<file path="src/rtl/ptr_pkg.sv">
package ptr_pkg;
  localparam int OP_W = 4;

  typedef enum logic [OP_W-1:0] {
    OP_NOP        = 4'd0,
    OP_PC_INC     = 4'd1,
    OP_PC_LD_PAIR = 4'd2,
    OP_CALL_PAIR  = 4'd3,
    OP_CALL_IMM   = 4'd4,
    OP_JMP_IMM    = 4'd5,
    OP_RETURN     = 4'd6,
    OP_RET_LD     = 4'd7,
    OP_DC_LD_PAIR = 4'd8,
    OP_DC_LD_IMM  = 4'd9,
    OP_DC_XCHG    = 4'd10,
    OP_DC_STEP    = 4'd11,
    OP_DC_ADD_ACC = 4'd12
  } ptr_op_e;
endpackage

</file>
<file path="src/rtl/offset_adder.sv">
module offset_adder #(
  parameter int AW = 16,
  parameter int OW = 8
) (
  input  logic [AW-1:0] base,
  input  logic [OW-1:0] off,
  output logic [AW-1:0] sum
);
  generate
    if (AW > OW) begin : g_ext
      localparam int EXT = AW - OW;
      assign sum = base + {{EXT{off[OW-1]}}, off};
    end else begin : g_flat
      assign sum = base + off[AW-1:0];
    end
  endgenerate
endmodule

</file>
<file path="src/rtl/pc_path.sv">
module pc_path
  import ptr_pkg::*;
#(
  parameter int AW = 16
) (
  input  logic            clk,
  input  logic            rst,
  input  logic            vrst,
  input  logic            irq,
  input  logic [AW-1:0]   irq_vec,
  input  logic [OP_W-1:0] op,
  input  logic [AW-1:0]   pair,
  input  logic [AW-1:0]   imm,
  output logic [AW-1:0]   pc_q,
  output logic [AW-1:0]   ret_q
);
  logic [AW-1:0] pc_next_seq;

  offset_adder #(.AW(AW), .OW(2)) u_inc (
    .base(pc_q),
    .off (2'b01),
    .sum (pc_next_seq)
  );

  always_ff @(posedge clk) begin
    if (rst) begin
      pc_q  <= '0;
      ret_q <= '0;
    end else if (vrst) begin
      ret_q <= pc_q;
      pc_q  <= '0;
    end else if (irq) begin
      ret_q <= pc_q;
      pc_q  <= irq_vec;
    end else begin
      case (op)
        OP_PC_INC:     pc_q <= pc_next_seq;
        OP_PC_LD_PAIR: pc_q <= pair;
        OP_CALL_PAIR: begin
          ret_q <= pc_q;
          pc_q  <= pair;
        end
        OP_CALL_IMM: begin
          ret_q <= pc_q;
          pc_q  <= imm;
        end
        OP_JMP_IMM:    pc_q  <= imm;
        OP_RETURN:     pc_q  <= ret_q;
        OP_RET_LD:     ret_q <= pair;
        default: ;
      endcase
    end
  end

  a_r1_clear_pc: assert property (@(posedge clk)
    rst |=> (pc_q == '0 && ret_q == '0));

  a_r2_vec_reset: assert property (@(posedge clk) disable iff (rst)
    vrst |=> (pc_q == '0 && ret_q == $past(pc_q)));

  a_r3_irq_vector: assert property (@(posedge clk) disable iff (rst)
    (irq && !vrst) |=> (pc_q == $past(irq_vec) && ret_q == $past(pc_q)));

  a_r4_pc_step: assert property (@(posedge clk) disable iff (rst)
    (!vrst && !irq && op == OP_PC_INC) |=> (pc_q == $past(pc_q) + AW'(1)));

  a_r6_return: assert property (@(posedge clk) disable iff (rst)
    (!vrst && !irq && op == OP_RETURN) |=> (pc_q == $past(ret_q) && $stable(ret_q)));

  a_r8_ret_load: assert property (@(posedge clk) disable iff (rst)
    (!vrst && !irq && op == OP_RET_LD) |=> ($stable(pc_q) && ret_q == $past(pair)));
endmodule

</file>
<file path="src/rtl/dc_path.sv">
module dc_path
  import ptr_pkg::*;
#(
  parameter int AW = 16,
  parameter int BW = 8
) (
  input  logic            clk,
  input  logic            rst,
  input  logic            hold,
  input  logic [OP_W-1:0] op,
  input  logic [AW-1:0]   pair,
  input  logic [AW-1:0]   imm,
  input  logic [BW-1:0]   acc,
  output logic [AW-1:0]   dc_q,
  output logic [AW-1:0]   alt_q
);
  localparam logic [BW-1:0] ONE = BW'(1);

  logic [BW-1:0] off;
  logic [AW-1:0] dc_sum;

  assign off = (op == OP_DC_STEP) ? ONE : acc;

  offset_adder #(.AW(AW), .OW(BW)) u_add (
    .base(dc_q),
    .off (off),
    .sum (dc_sum)
  );

  always_ff @(posedge clk) begin
    if (rst) begin
      dc_q  <= '0;
      alt_q <= '0;
    end else if (!hold) begin
      case (op)
        OP_DC_LD_PAIR: dc_q <= pair;
        OP_DC_LD_IMM:  dc_q <= imm;
        OP_DC_XCHG: begin
          dc_q  <= alt_q;
          alt_q <= dc_q;
        end
        OP_DC_STEP,
        OP_DC_ADD_ACC: dc_q <= dc_sum;
        default: ;
      endcase
    end
  end

  a_r1_clear_dc: assert property (@(posedge clk)
    rst |=> (dc_q == '0 && alt_q == '0));

  a_r3_dc_hold: assert property (@(posedge clk) disable iff (rst)
    hold |=> ($stable(dc_q) && $stable(alt_q)));

  a_r10_swap: assert property (@(posedge clk) disable iff (rst)
    (!hold && op == OP_DC_XCHG) |=> (dc_q == $past(alt_q) && alt_q == $past(dc_q)));

  a_r11_step: assert property (@(posedge clk) disable iff (rst)
    (!hold && op == OP_DC_STEP) |=> (dc_q == $past(dc_q) + AW'(1) && $stable(alt_q)));

  a_r12_signed_add: assert property (@(posedge clk) disable iff (rst)
    (!hold && op == OP_DC_ADD_ACC) |=>
      (dc_q == $past(dc_q) + {{(AW-BW){$past(acc[BW-1])}}, $past(acc)}));

  a_r13_idle: assert property (@(posedge clk) disable iff (rst)
    (op == OP_NOP || op > OP_DC_ADD_ACC) |=> ($stable(dc_q) && $stable(alt_q)));
endmodule

</file>
<file path="src/rtl/ptr_unit.sv">
module ptr_unit
  import ptr_pkg::*;
#(
  parameter int BW = 8
) (
  input  logic              clk,
  input  logic              rst,
  input  logic              vec_rst,
  input  logic              irq_take,
  input  logic [2*BW-1:0]   irq_vec,
  input  logic [OP_W-1:0]   op,
  input  logic [BW-1:0]     acc,
  input  logic [BW-1:0]     pair_hi,
  input  logic [BW-1:0]     pair_lo,
  input  logic [BW-1:0]     imm_hi,
  input  logic [BW-1:0]     imm_lo,
  output logic [2*BW-1:0]   fetch_addr,
  output logic [2*BW-1:0]   ret_addr,
  output logic [2*BW-1:0]   data_addr,
  output logic [2*BW-1:0]   alt_addr
);
  localparam int AW = 2 * BW;

  logic [AW-1:0] pair_w;
  logic [AW-1:0] imm_w;
  logic          dc_hold;

  assign pair_w  = {pair_hi, pair_lo};
  assign imm_w   = {imm_hi, imm_lo};
  assign dc_hold = vec_rst | irq_take;

  pc_path #(.AW(AW)) u_pc (
    .clk    (clk),
    .rst    (rst),
    .vrst   (vec_rst),
    .irq    (irq_take),
    .irq_vec(irq_vec),
    .op     (op),
    .pair   (pair_w),
    .imm    (imm_w),
    .pc_q   (fetch_addr),
    .ret_q  (ret_addr)
  );

  dc_path #(.AW(AW), .BW(BW)) u_dc (
    .clk  (clk),
    .rst  (rst),
    .hold (dc_hold),
    .op   (op),
    .pair (pair_w),
    .imm  (imm_w),
    .acc  (acc),
    .dc_q (data_addr),
    .alt_q(alt_addr)
  );

  a_r2_vec_over_irq: assert property (@(posedge clk) disable iff (rst)
    (vec_rst && irq_take) |=> (fetch_addr == '0));
endmodule

</file>
<file path="config.mk">
export PLATFORM = sky130hd
export DESIGN_NAME = ptr_unit
export DESIGN_NICKNAME = d
export VERILOG_FILES = /design/src/rtl/ptr_pkg.sv /design/src/rtl/offset_adder.sv /design/src/rtl/pc_path.sv /design/src/rtl/dc_path.sv /design/src/rtl/ptr_unit.sv
export SDC_FILE = /design/constraint.sdc
export NUM_CORES = 1
export LEC_CHECK = 0
export BUFFER_PORTS_ARGS = -buffer_cell sky130_fd_sc_hd__buf_2
export CAP_MARGIN = 40
export CORE_MARGIN = 8
export CORE_UTILIZATION = 30
export DETAILED_ROUTE_END_ITERATION = 8
export GPL_TIMING_DRIVEN = 0
export RECOVER_POWER = 50
export SLEW_MARGIN = 20
export SYNTH_ARGS = -nofsm -noshare
export SYNTH_HDL_FRONTEND = slang
export SYNTH_SLANG_ARGS = --single-unit
export TNS_END_PERCENT = 5
</file>
<file path="constraint.sdc">
create_clock -name clk -period 8.97 [get_ports clk]
set_clock_uncertainty 0.15 [all_clocks]
set_input_delay 1.794 -clock clk [delete_from_list [all_inputs] [get_ports clk]]
set_output_delay 1.794 -clock clk [all_outputs]
set_load 0.005 [all_outputs]
</file>
==> results.toml, run 1 <==
[critical_path]
worst_setup_path_start_kind = "input port"
cp-end-kind = "flip-flop"
r2r_cells = 7
crit_type = "in -> reg"
crit_fanout = 10
cp.required_ns = 9.03
arrival_ns = 4.88

[global_route]
grt_overflow = 0
first_global_vias = 4913
antenna_found_initial = 1
track_usage = 0.181
grt_max_degree = 11
grt_pass1_wl_um = 28100

[cells_and_area]
final_util = 0.383
multi_input_area_mm2 = 0.00291
fin_area_mm2 = 0.00559
nets = 799
drive_gt1_frac = 0.145
fillers = 1583
area_growth_pct = 24.7
seq_area_mm2 = 0.00128

[routing]
wl_per_cell_um = 19.8
post_drt_via_cell_ratio = 5.59
detail-route-antenna-nets = 0
vias = 5111
drtIter0Drc = 541
finalWirelength_um = 18100
firstDrtPassIters = 5
drc = 0

[logic_synthesis]
ys_types = 65
syn_nets = 660
synth_edf_count = 0
synth_area_mm2 = 0.00449
ys_ff_latch = 64
synth_top_flop_cell = "dfxtp_1"
yosysWarnings = 0
async_reset_ff_frac = 0
ys_seq_area_frac = 0.286
synth_cells = 585
syn_avg_cell_area_um2 = 7.67

[clocking]
postCtsSetupBuffers = 0
cts_buffers = 9
cts_hold_buf = 0
cts_max_level = 3
clk_latency_ns = 0.34
clk_path_buf_depth = 2
tritoncts = "done"
path_clk_slew_ns = 0.05
cts_sinks = 64
root_buffer = "clkbuf_16"
cts_resized = 0

[timing]
fmax_ghz = 0.208
worst_slew_pin_slew_ns = 0.805
finalCriticalPeriod_ns = 4.82
finalMaxSlewViolations = 0
timing.final.crit_share = 0.537
tns_ns = 0
final-setup-viol-count = 0
grt_setup_unrepaired = "false"
report.final.hold_viol_count = 0
max-slew-margin-rel = 0.460

[floorplanning]
pin_count = 128
die_area_mm2 = 0.0191
dieWidth_um = 138
die_h_um = 138
rows = 44
initial_core_util = 0.308
core_area_mm2 = 0.0146

[job]
drv_cap = 0

[place]
placed_area_mm2 = 0.00535
port_buffers = 127
gp_congestion = 0.865
post-dp-hpwl_um = 14700

[min_path]
whs_path_depth = 2
hold_class = "reg -> reg"

[power_and_ir_drop]
leakage_nw = 2.18
fin_total_pwr_w = 0.000821
ir_worst_vdd_uv = 87.1
p_per_area_mw_per_mm2 = 147

[outcome]
status = "finished clean"
[worst paths after layout]
check | from | endpoint | slack, ns
setup reg to reg | u_dc.dc_q[6] | u_dc.dc_q[15] | 6.23
hold reg to reg | u_dc.alt_q[0] | u_dc.alt_q[0] | 0.33
setup / recovery | op[0] | u_dc.dc_q[15] | 4.15
hold / removal | u_dc.alt_q[0] | u_dc.alt_q[0] | 0.33
[metrics by stage]
step	setup WS (ns)	hold WS [ns]	cells
finish	4.15	0.335	914
CTS	4.17	0.331	912
global route	3.79	0.346	913
floorplan	4.60	0.315	585
detailed placement	3.83	0.323	896
global placement	3.89	0.322	896
[layout by cell type, fill, tap and decap left out, types with 17 or more instances in the layout]
master and count:
nor2_1 55, a211oi_1 22, a222oi_1 17, inv_1 17, a221oi_1 19, buf_2 78
clkbuf_1 89, o21ai_0 30, dfxtp_1 64, a21oi_1 40, mux2i_1 17, nand2_1 73
[power by group]
part / switching [W] / leakage, nW / internal (W)
Clock: 0.000128 / 0.150 / 0.000229
Sequential: 0.0000147 / 0.522 / 0.000296
Combinational: 0.0000925 / 1.51 / 0.0000602
Total: 0.000235 / 2.18 / 0.000585
[cells by family (layout without fill, tap and decap cells)]
family / count (synthesis) / count (layout) / share of synthesized area
compound gates: 203 / 203 / 0.325
xor+xnor: 9 / 9 / 0.0176
fa+ha+maj: 11 / 11 / 0.0323
buf+inv: 62 / 206 / 0.0661
flops: 64 / 64 / 0.286
mux: 17 / 17 / 0.0379
other cells: 0 / 1 / 0
simple gates: 219 / 219 / 0.235
[state kept, by name, summed over array words and instances, names as in the netlist]
register    cells
u_dc.dc_q      16
u_pc.ret_q     16
u_dc.alt_q     16
u_pc.pc_q      16
[layer usage]
metal,vias up,share of wire,global-route usage
met5,-,0.00055,0
met3,30,0.065,0.0408
met2,194,0.47,0.302
met1,2372,0.44,0.226
met4,2,0.021,0.0549
li1,2513,-,-
[worst max-delay path, cell delays in order]
cell and delay (ns):
buf_2 0.14, buf_2 0.21, nand4b_1 0.22, buf_2 0.25, and2_1 0.17, ha_1 0.35
a2111oi_0 0.42, o21ai_0 0.34, a2111oi_0 0.50, o31ai_1 0.17, mux2i_1 0.20, o21ai_0 0.10
[cell type report]
type	instances	area share
Clock buffer	13	0.0465
Multi-Input combinational cell	459	0.520
Tap cell	184	0.0412
Clock inverter	3	0.00716
Timing Repair Buffer	128	0.102
Inverter	17	0.0114
Sequential cell	64	0.229
Antenna cell	1	0.000447
Buffer	45	0.0416
[cell usage after synthesis (10+ instances only)]
cell       n  share of area
a21oi_1   40          0.045
nand3_1   15          0.017
a221oi_1  19          0.037
and2_1    10          0.014
dfxtp_1   64           0.29
clkbuf_1  33          0.028
nor3_1    16          0.018
inv_1     17          0.014
a222oi_1  17          0.038
nor2_1    55          0.046
nand2_1   73          0.061
ha_1      10          0.028
mux2i_1   17          0.038
a211oi_1  22          0.037
o21ai_0   30          0.033
(Power assumes the default switching activity.)
==> run 2: changes to the inputs <==
ABC_AREA = 1   (was unset)
clock period = 4.45 ns   (was 8.97 ns; I/O delays follow)
==> run 2 against run 1 <==
Core utilization fell by 0.45 points. Cell count increased by 13%. Non-clock buffer count down 18. Total power rose by 110%. Die area increased by 1.5%. Critical path depth is 6 higher. Hold slack got worse by 0.013 ns. Critical endpoint is now u_dc.dc_q[14].
==> results.toml, run 2 <==
[logic_synthesis]
muxShareOfSynthArea = 0.0132
yosysWarnings = 0
synth_top_flop_cell = "dfxtp_1"
synth_top_area_cell = "dfxtp_1"
yosysMostFrequentCell = "nand2_1"
yosys.area.top_type_share = 0.281
synthAdderAreaFrac = 0.0318
synth_top_family_by_area = "simple AND/OR/NAND/NOR gates"
synth-xor-area-share = 0.0192
ys_types = 42
synth_cells = 701
syn_avg_cell_area_um2 = 6.51
syn_nets = 776
synthTopCellsByCount = "128 x nand2_1, 82 x o21ai_0, 78 x a21oi_1, 78 x inv_1, 64 x dfxtp_1"
synth_edf_count = 0
ys_ff_latch = 64
ys_seq_area_frac = 0.281
async_reset_ff_frac = 0
synth_compound_area_frac = 0.271
synth_area_mm2 = 0.00456
yosys.area_share.simple = 0.286
synth_area_leaders = "dfxtp_1 28%, nand2_1 11%, o21ai_0 9.0%"

[critical_path]
cp-end-kind = "flip-flop"
worstPathCellList = "buf_2, inv_1, nand2_1, nor2_2, or2_2, ha_1, inv_1, fa_1, nor3_1, nor2_1, nor2_1, nand3_1, nand3_1, nand2_1, nand3_1, nand2_1, nand2_1, a21oi_2"
crit_buf_inv = 3
cp.required_ns = 4.50
slowest_stage = "fa_1"
crit_type = "in -> reg"
cp_common_cell = "nand2_1"
crit_fanout = 7
r2r_slack_ns = 1.87
reg2reg_to = "u_dc.dc_q[14]"
r2r_cells = 13
arrival_ns = 3.61
max_stage_delay_ns = 0.43
worst_setup_path_start_kind = "input port"
critical-path-top-delay-family = "simple AND/OR/NAND/NOR gates"
r2r_start = "u_dc.dc_q[0]"

[clocking]
root_buffer = "clkbuf_16"
tritoncts = "done"
path_clk_slew_ns = 0.06
cts_hold_buf = 0
clk_latency_ns = 0.33
cts_resized = 0
postCtsSetupBuffers = 0
cts_sinks = 64
cts_max_level = 3
clk_path_buf_depth = 2
cts_buffers = 9

[timing]
report.final.hold_viol_count = 0
timing.final.crit_share = 0.799
finalCriticalPeriod_ns = 3.56
fmax_ghz = 0.281
final-setup-viol-count = 0
finalWorstSetupSlack_ns = 0.895
tns_ns = 0
max-slew-margin-rel = 0.592
worst_slew_pin_slew_ns = 0.613
grt_setup_unrepaired = "false"
finalMaxSlewViolations = 0

[min_path]
hp-start = "u_dc.alt_q[10]"
hold_end = "u_dc.alt_q[10]"
whs_path_depth = 2
hold_class = "reg -> reg"

[outcome]
status = "finished clean"

[cells_and_area]
area_growth_pct = 24.8
mostFrequentLayoutCells = "128 x nand2_1, 82 x o21ai_0, 82 x buf_2"
fillers = 1675
final_common_cell = "nand2_1"
nets = 912
drive_gt1_frac = 0.169

[global_route]
grt_max_degree = 11
grt_overflow = 0
first_global_vias = 5208
track_usage = 0.183
grt_pass1_wl_um = 28500
antenna_found_initial = 6

[routing]
post_drt_via_cell_ratio = 5.28
drc = 0
vias = 5446
detail-route-antenna-nets = 0
drtIter0Drc = 414
firstDrtPassIters = 5
finalWirelength_um = 18300
wl_per_cell_um = 17.7

[place]
gp_congestion = 0.941
post-dp-hpwl_um = 14800
dpl_worst_slack_ns = 0.580
port_buffers = 125

[power_and_ir_drop]
ir_worst_vdd_uv = 180
leakage_nw = 2.47
p_per_area_mw_per_mm2 = 303

[floorplanning]
die_h_um = 139
dieWidth_um = 139
die_area_mm2 = 0.0194
core_area_mm2 = 0.0150
initial_core_util = 0.304
rows = 45
pin_count = 128

[job]
drv_cap = 0
-- run 2: cell count changes in the layout (fill, tap and decap cells not counted), moves of 9 or more --
cell | before | now
clkbuf_1 | 89 | 71
a21oi_1 | 40 | 78
a211oi_1 | 22 | 1
and2_1 | 10 | 1
nor3_1 | 16 | 5
nand3_1 | 15 | 44
o21ai_0 | 30 | 82
inv_1 | 17 | 78
nand2_1 | 73 | 128
mux2i_1 | 17 | 6
a222oi_1 | 17 | 0
nand2_2 | 0 | 10
o31ai_1 | 9 | 0
-- run 2: worst max-delay path by stage --
stage                      from       endpoint  slack [ns]  depth (start not counted)
after global routing      op[2]  u_dc.dc_q[14]        0.68                         18
after global placement    op[2]  u_dc.dc_q[14]        0.59                         18
after CTS                 op[2]  u_dc.dc_q[14]        0.91                         18
after detailed placement  op[2]  u_dc.dc_q[14]        0.58                         18
after floorplan           op[2]  u_dc.dc_q[14]        1.30                         17
final                     op[2]  u_dc.dc_q[14]        0.89                         18
-- run 2: worst register-to-register path, cell delays in order (launching register included) --
cell	delay [ns]
dfxtp_1	0.40
ha_1	0.22
inv_1	0.07
fa_1	0.43
nor3_1	0.25
nor2_1	0.10
nor2_1	0.25
nand3_1	0.17
nand3_1	0.11
nand2_1	0.05
nand3_1	0.09
nand2_1	0.06
nand2_1	0.07
a21oi_2	0.05
-- run 2: through the flow --
| step | total power, W | hold WS, ns | instances | utilization | instance area, µm² |
|---|---|---|---|---|---|
| 3_5_place_dp | 0.000965 | 0.312 | 1014 | 0.361 | 5430 |
| 3_3_place_gp | 0.000963 | 0.304 | 1014 | 0.361 | 5430 |
| 5_1_grt | 0.00181 | 0.349 | 1032 | 0.379 | 5700 |
| 2_1_floorplan | 0.000833 | 0.303 | 701 | - | 4560 |
| 6_report | 0.00173 | 0.322 | 1032 | 0.379 | 5700 |
| 4_1_cts | 0.00173 | 0.319 | 1029 | 0.382 | 5750 |
-- run 2: final cells by class --
class | count | area (µm²) | area share
antenna | 3 | 7.51 | 0.00132
buffer | 30 | 129 | 0.0226
clock buffer | 12 | 256 | 0.0450
clock inverter | 3 | 65.1 | 0.0114
inverter | 84 | 315 | 0.0554
multi-input combinational | 523 | 2840 | 0.498
sequential | 64 | 1280 | 0.225
tap | 188 | 235 | 0.0413
timing repair buffer | 125 | 567 | 0.0995
-- run 2: cell families after synthesis --
family                     after synthesis
buffers and inverters                  114
muxes                                    6
AOI/OAI and AO/OA                      216
adders and majority gates               11
DFF                                     64
xor gates and xnor gates                10
and+or+nand+nor                        280
-- run 2: metal layers --
layer / share of wire / GRT usage / routed length, µm / vias to the layer above
met5: 0.0018 / 0 / 33 / -
met1: 0.45 / 0.242 / 8200 / 2519
met2: 0.44 / 0.286 / 8120 / 212
met4: 0.014 / 0.0433 / 255 / 6
met3: 0.092 / 0.0537 / 1670 / 25
li1: - / - / - / 2684
-- run 2: power by group --
part	switching, W	internal [W]
Clock	0.000258	0.000517
Sequential	0.0000311	0.000598
Combinational	0.000206	0.000117
Total	0.000495	0.00123
==> run 3: changes to the inputs <==
ABC_AREA = 0   (was 1)
clock period = 3.4 ns   (was 4.45 ns; I/O delays follow)
==> run 3 against run 2 <==
Hold slack better by 0.013 ns. Die area is 1.5% lower. Combinational power increased by 33%. Global-route usage shrank 0.20 points. Core utilization increased by 1.3 points. Cell count down 11%. Total power rose by 27%. Sequential power grew 30%. Critical endpoint is now u_dc.dc_q[9]. Highest routed layer unchanged.
==> results.toml, run 3 (synthesis gave the netlist of run 1 again) <==
[outcome]
status = "finished clean"

[critical_path]
critical-path-top-delay-family = "compound AO/OA/AOI/OAI gates"
r2r_start = "u_pc.pc_q[0]"
r2r_slack_ns = 0.77
arrival_ns = 3.42
r2r_cells = 7
crit_buf_inv = 3
crit_fanout = 10
worst_setup_path_start_kind = "input port"
crit_type = "in -> reg"
worstPathCellList = "buf_2, clkbuf_8, nand4b_1, buf_6, and2_1, ha_2, a2111oi_4, o21ai_2, a2111o_1, o21ai_1, o31ai_1, a221oi_1"
reg2reg_to = "u_pc.pc_q[14]"
cp-end-kind = "flip-flop"
max_stage_delay_ns = 0.43
cp_num_cells = 12
cp.required_ns = 3.49
slowest_stage = "a2111o_1"

[job]
drv_cap = 0

[cells_and_area]
area_growth_pct = 27.5
multi_input_area_mm2 = 0.00299
nets = 803
fillers = 1575
final_util = 0.392
seq_area_mm2 = 0.00128
drive_gt1_frac = 0.173
final_common_cell = "clkbuf_1"
mostFrequentLayoutCells = "86 x clkbuf_1, 79 x buf_2, 72 x nand2_1"
antennaDiodeCount = 0

[timing]
hold_slack_ns = 0.335
finalCriticalPeriod_ns = 3.34
tns_ns = 0
worst_slew_pin_slew_ns = 0.826
max-slew-margin-rel = 0.446
grt_setup_unrepaired = "true"
finalMaxSlewViolations = 0
timing.final.crit_share = 0.981
final-setup-viol-count = 0
report.final.hold_viol_count = 0
fmax_ghz = 0.300

[clocking]
root_buffer = "clkbuf_16"
clk_path_buf_depth = 2
tritoncts = "done"
cts_buffers = 9
cts_sinks = 64
path_clk_slew_ns = 0.05
clk_latency_ns = 0.34
cts_max_level = 3

[power_and_ir_drop]
switching_share = 0.290
p_seq_frac = 0.374
p_comb_frac = 0.195
fin_total_pwr_w = 0.00219
p_clk_frac = 0.431
leakage_nw = 2.24
p_per_area_mw_per_mm2 = 383
internal_power_w = 0.00156
ir_worst_vdd_uv = 230
switchingPower_w = 0.000635

[place]
post-dp-hpwl_um = 14700
gp_congestion = 0.865
port_buffers = 127

[global_route]
grt_max_degree = 11
grt_pass1_wl_um = 28100
first_global_vias = 4912
antenna_found_initial = 1
track_usage = 0.181
grt_overflow = 0

[min_path]
hold_end = "u_dc.alt_q[0]"
hp-start = "u_dc.alt_q[0]"
hold_class = "reg -> reg"
whs_path_depth = 2

[floorplanning]
core_area_mm2 = 0.0146
rows = 44
pin_count = 128
die_h_um = 138
die_area_mm2 = 0.0191
initial_core_util = 0.308
dieWidth_um = 138

[routing]
vias = 5154
firstDrtPassIters = 5
post_drt_via_cell_ratio = 5.62
finalWirelength_um = 18500
wl_per_cell_um = 20.1
detail-route-antenna-nets = 0
drc = 0
drtIter0Drc = 540
-- run 3: cell count changes in the layout (fill, tap and decap cells not counted), sizes merged, moves of 9 or more --
cell    before  now
o31ai        0    9
nor2        64   55
nand2      145   73
and2         1   11
a222oi       0   17
o21ai       86   33
mux2i        6   17
clkbuf      82  103
inv         84   17
nand3       46   15
a211oi       1   22
a21oi       81   41
-- run 3: what timing repair did --
action,in CTS,in global routing
resized for setup,8,20
hold buffers,0,0
pin swaps,1,3
endpoints found under the setup margin,6,7
gates cloned,0,1
buffers inserted,1,2
-- run 3: cell type report --
class	instances	area share
tap	184	0.0402
inverter	17	0.0112
multi-input combinational	459	0.523
buffer	45	0.0433
clock inverter	3	0.00700
timing repair buffer	132	0.106
sequential	64	0.224
clock buffer	13	0.0455
-- run 3: per-stage QoR --
stage | instances | area, µm² | setup slack, ns
floorplan | 585 | 4490 | 0.142
global placement | 896 | 5350 | -0.569
detailed placement | 896 | 5350 | -0.628
CTS | 913 | 5680 | 0.00378
global route | 917 | 5720 | -0.0604
finish | 917 | 5720 | 0.0648
-- run 3: worst reg2reg max path: stages (launching register included) --
cell and delay [ns]:
dfxtp_1 0.48, ha_1 0.28, and4_4 0.28, or4b_4 0.49, or4_1 0.47, a31oi_1 0.21
a21oi_1 0.07, a21oi_1 0.13
-- run 3: routing by layer --
metal,GRT usage,wire length (µm)
met1,0.226,7990
met2,0.302,8950
met3,0.0408,1180
met4,0.0549,330
met5,0,10
-- run 3: power by group through the flow --
| stage | sequential, W | combinational, W | clock, W |
|---|---|---|---|
| 2_1_floorplan | 0.000826 | 0.000240 | 0 |
| 3_3_place_gp | 0.000833 | 0.000405 | 0 |
| 3_5_place_dp | 0.000833 | 0.000404 | 0 |
| 4_1_cts | 0.000817 | 0.000412 | 0.000959 |
| 5_1_grt | 0.000823 | 0.000467 | 0.000992 |
| 6_report | 0.000819 | 0.000427 | 0.000945 |
-- run 3: worst max-delay path by stage --
stage | start | endpoint | slack, ns
6_report | op[1] | u_dc.dc_q[9] | 0.06
5_1_grt | op[1] | u_dc.dc_q[13] | -0.06
4_1_cts | op[0] | u_dc.dc_q[9] | 0.004
3_5_place_dp | op[0] | u_dc.dc_q[9] | -0.63
3_3_place_gp | op[0] | u_dc.dc_q[9] | -0.57
2_1_floorplan | op[0] | u_dc.dc_q[9] | 0.14
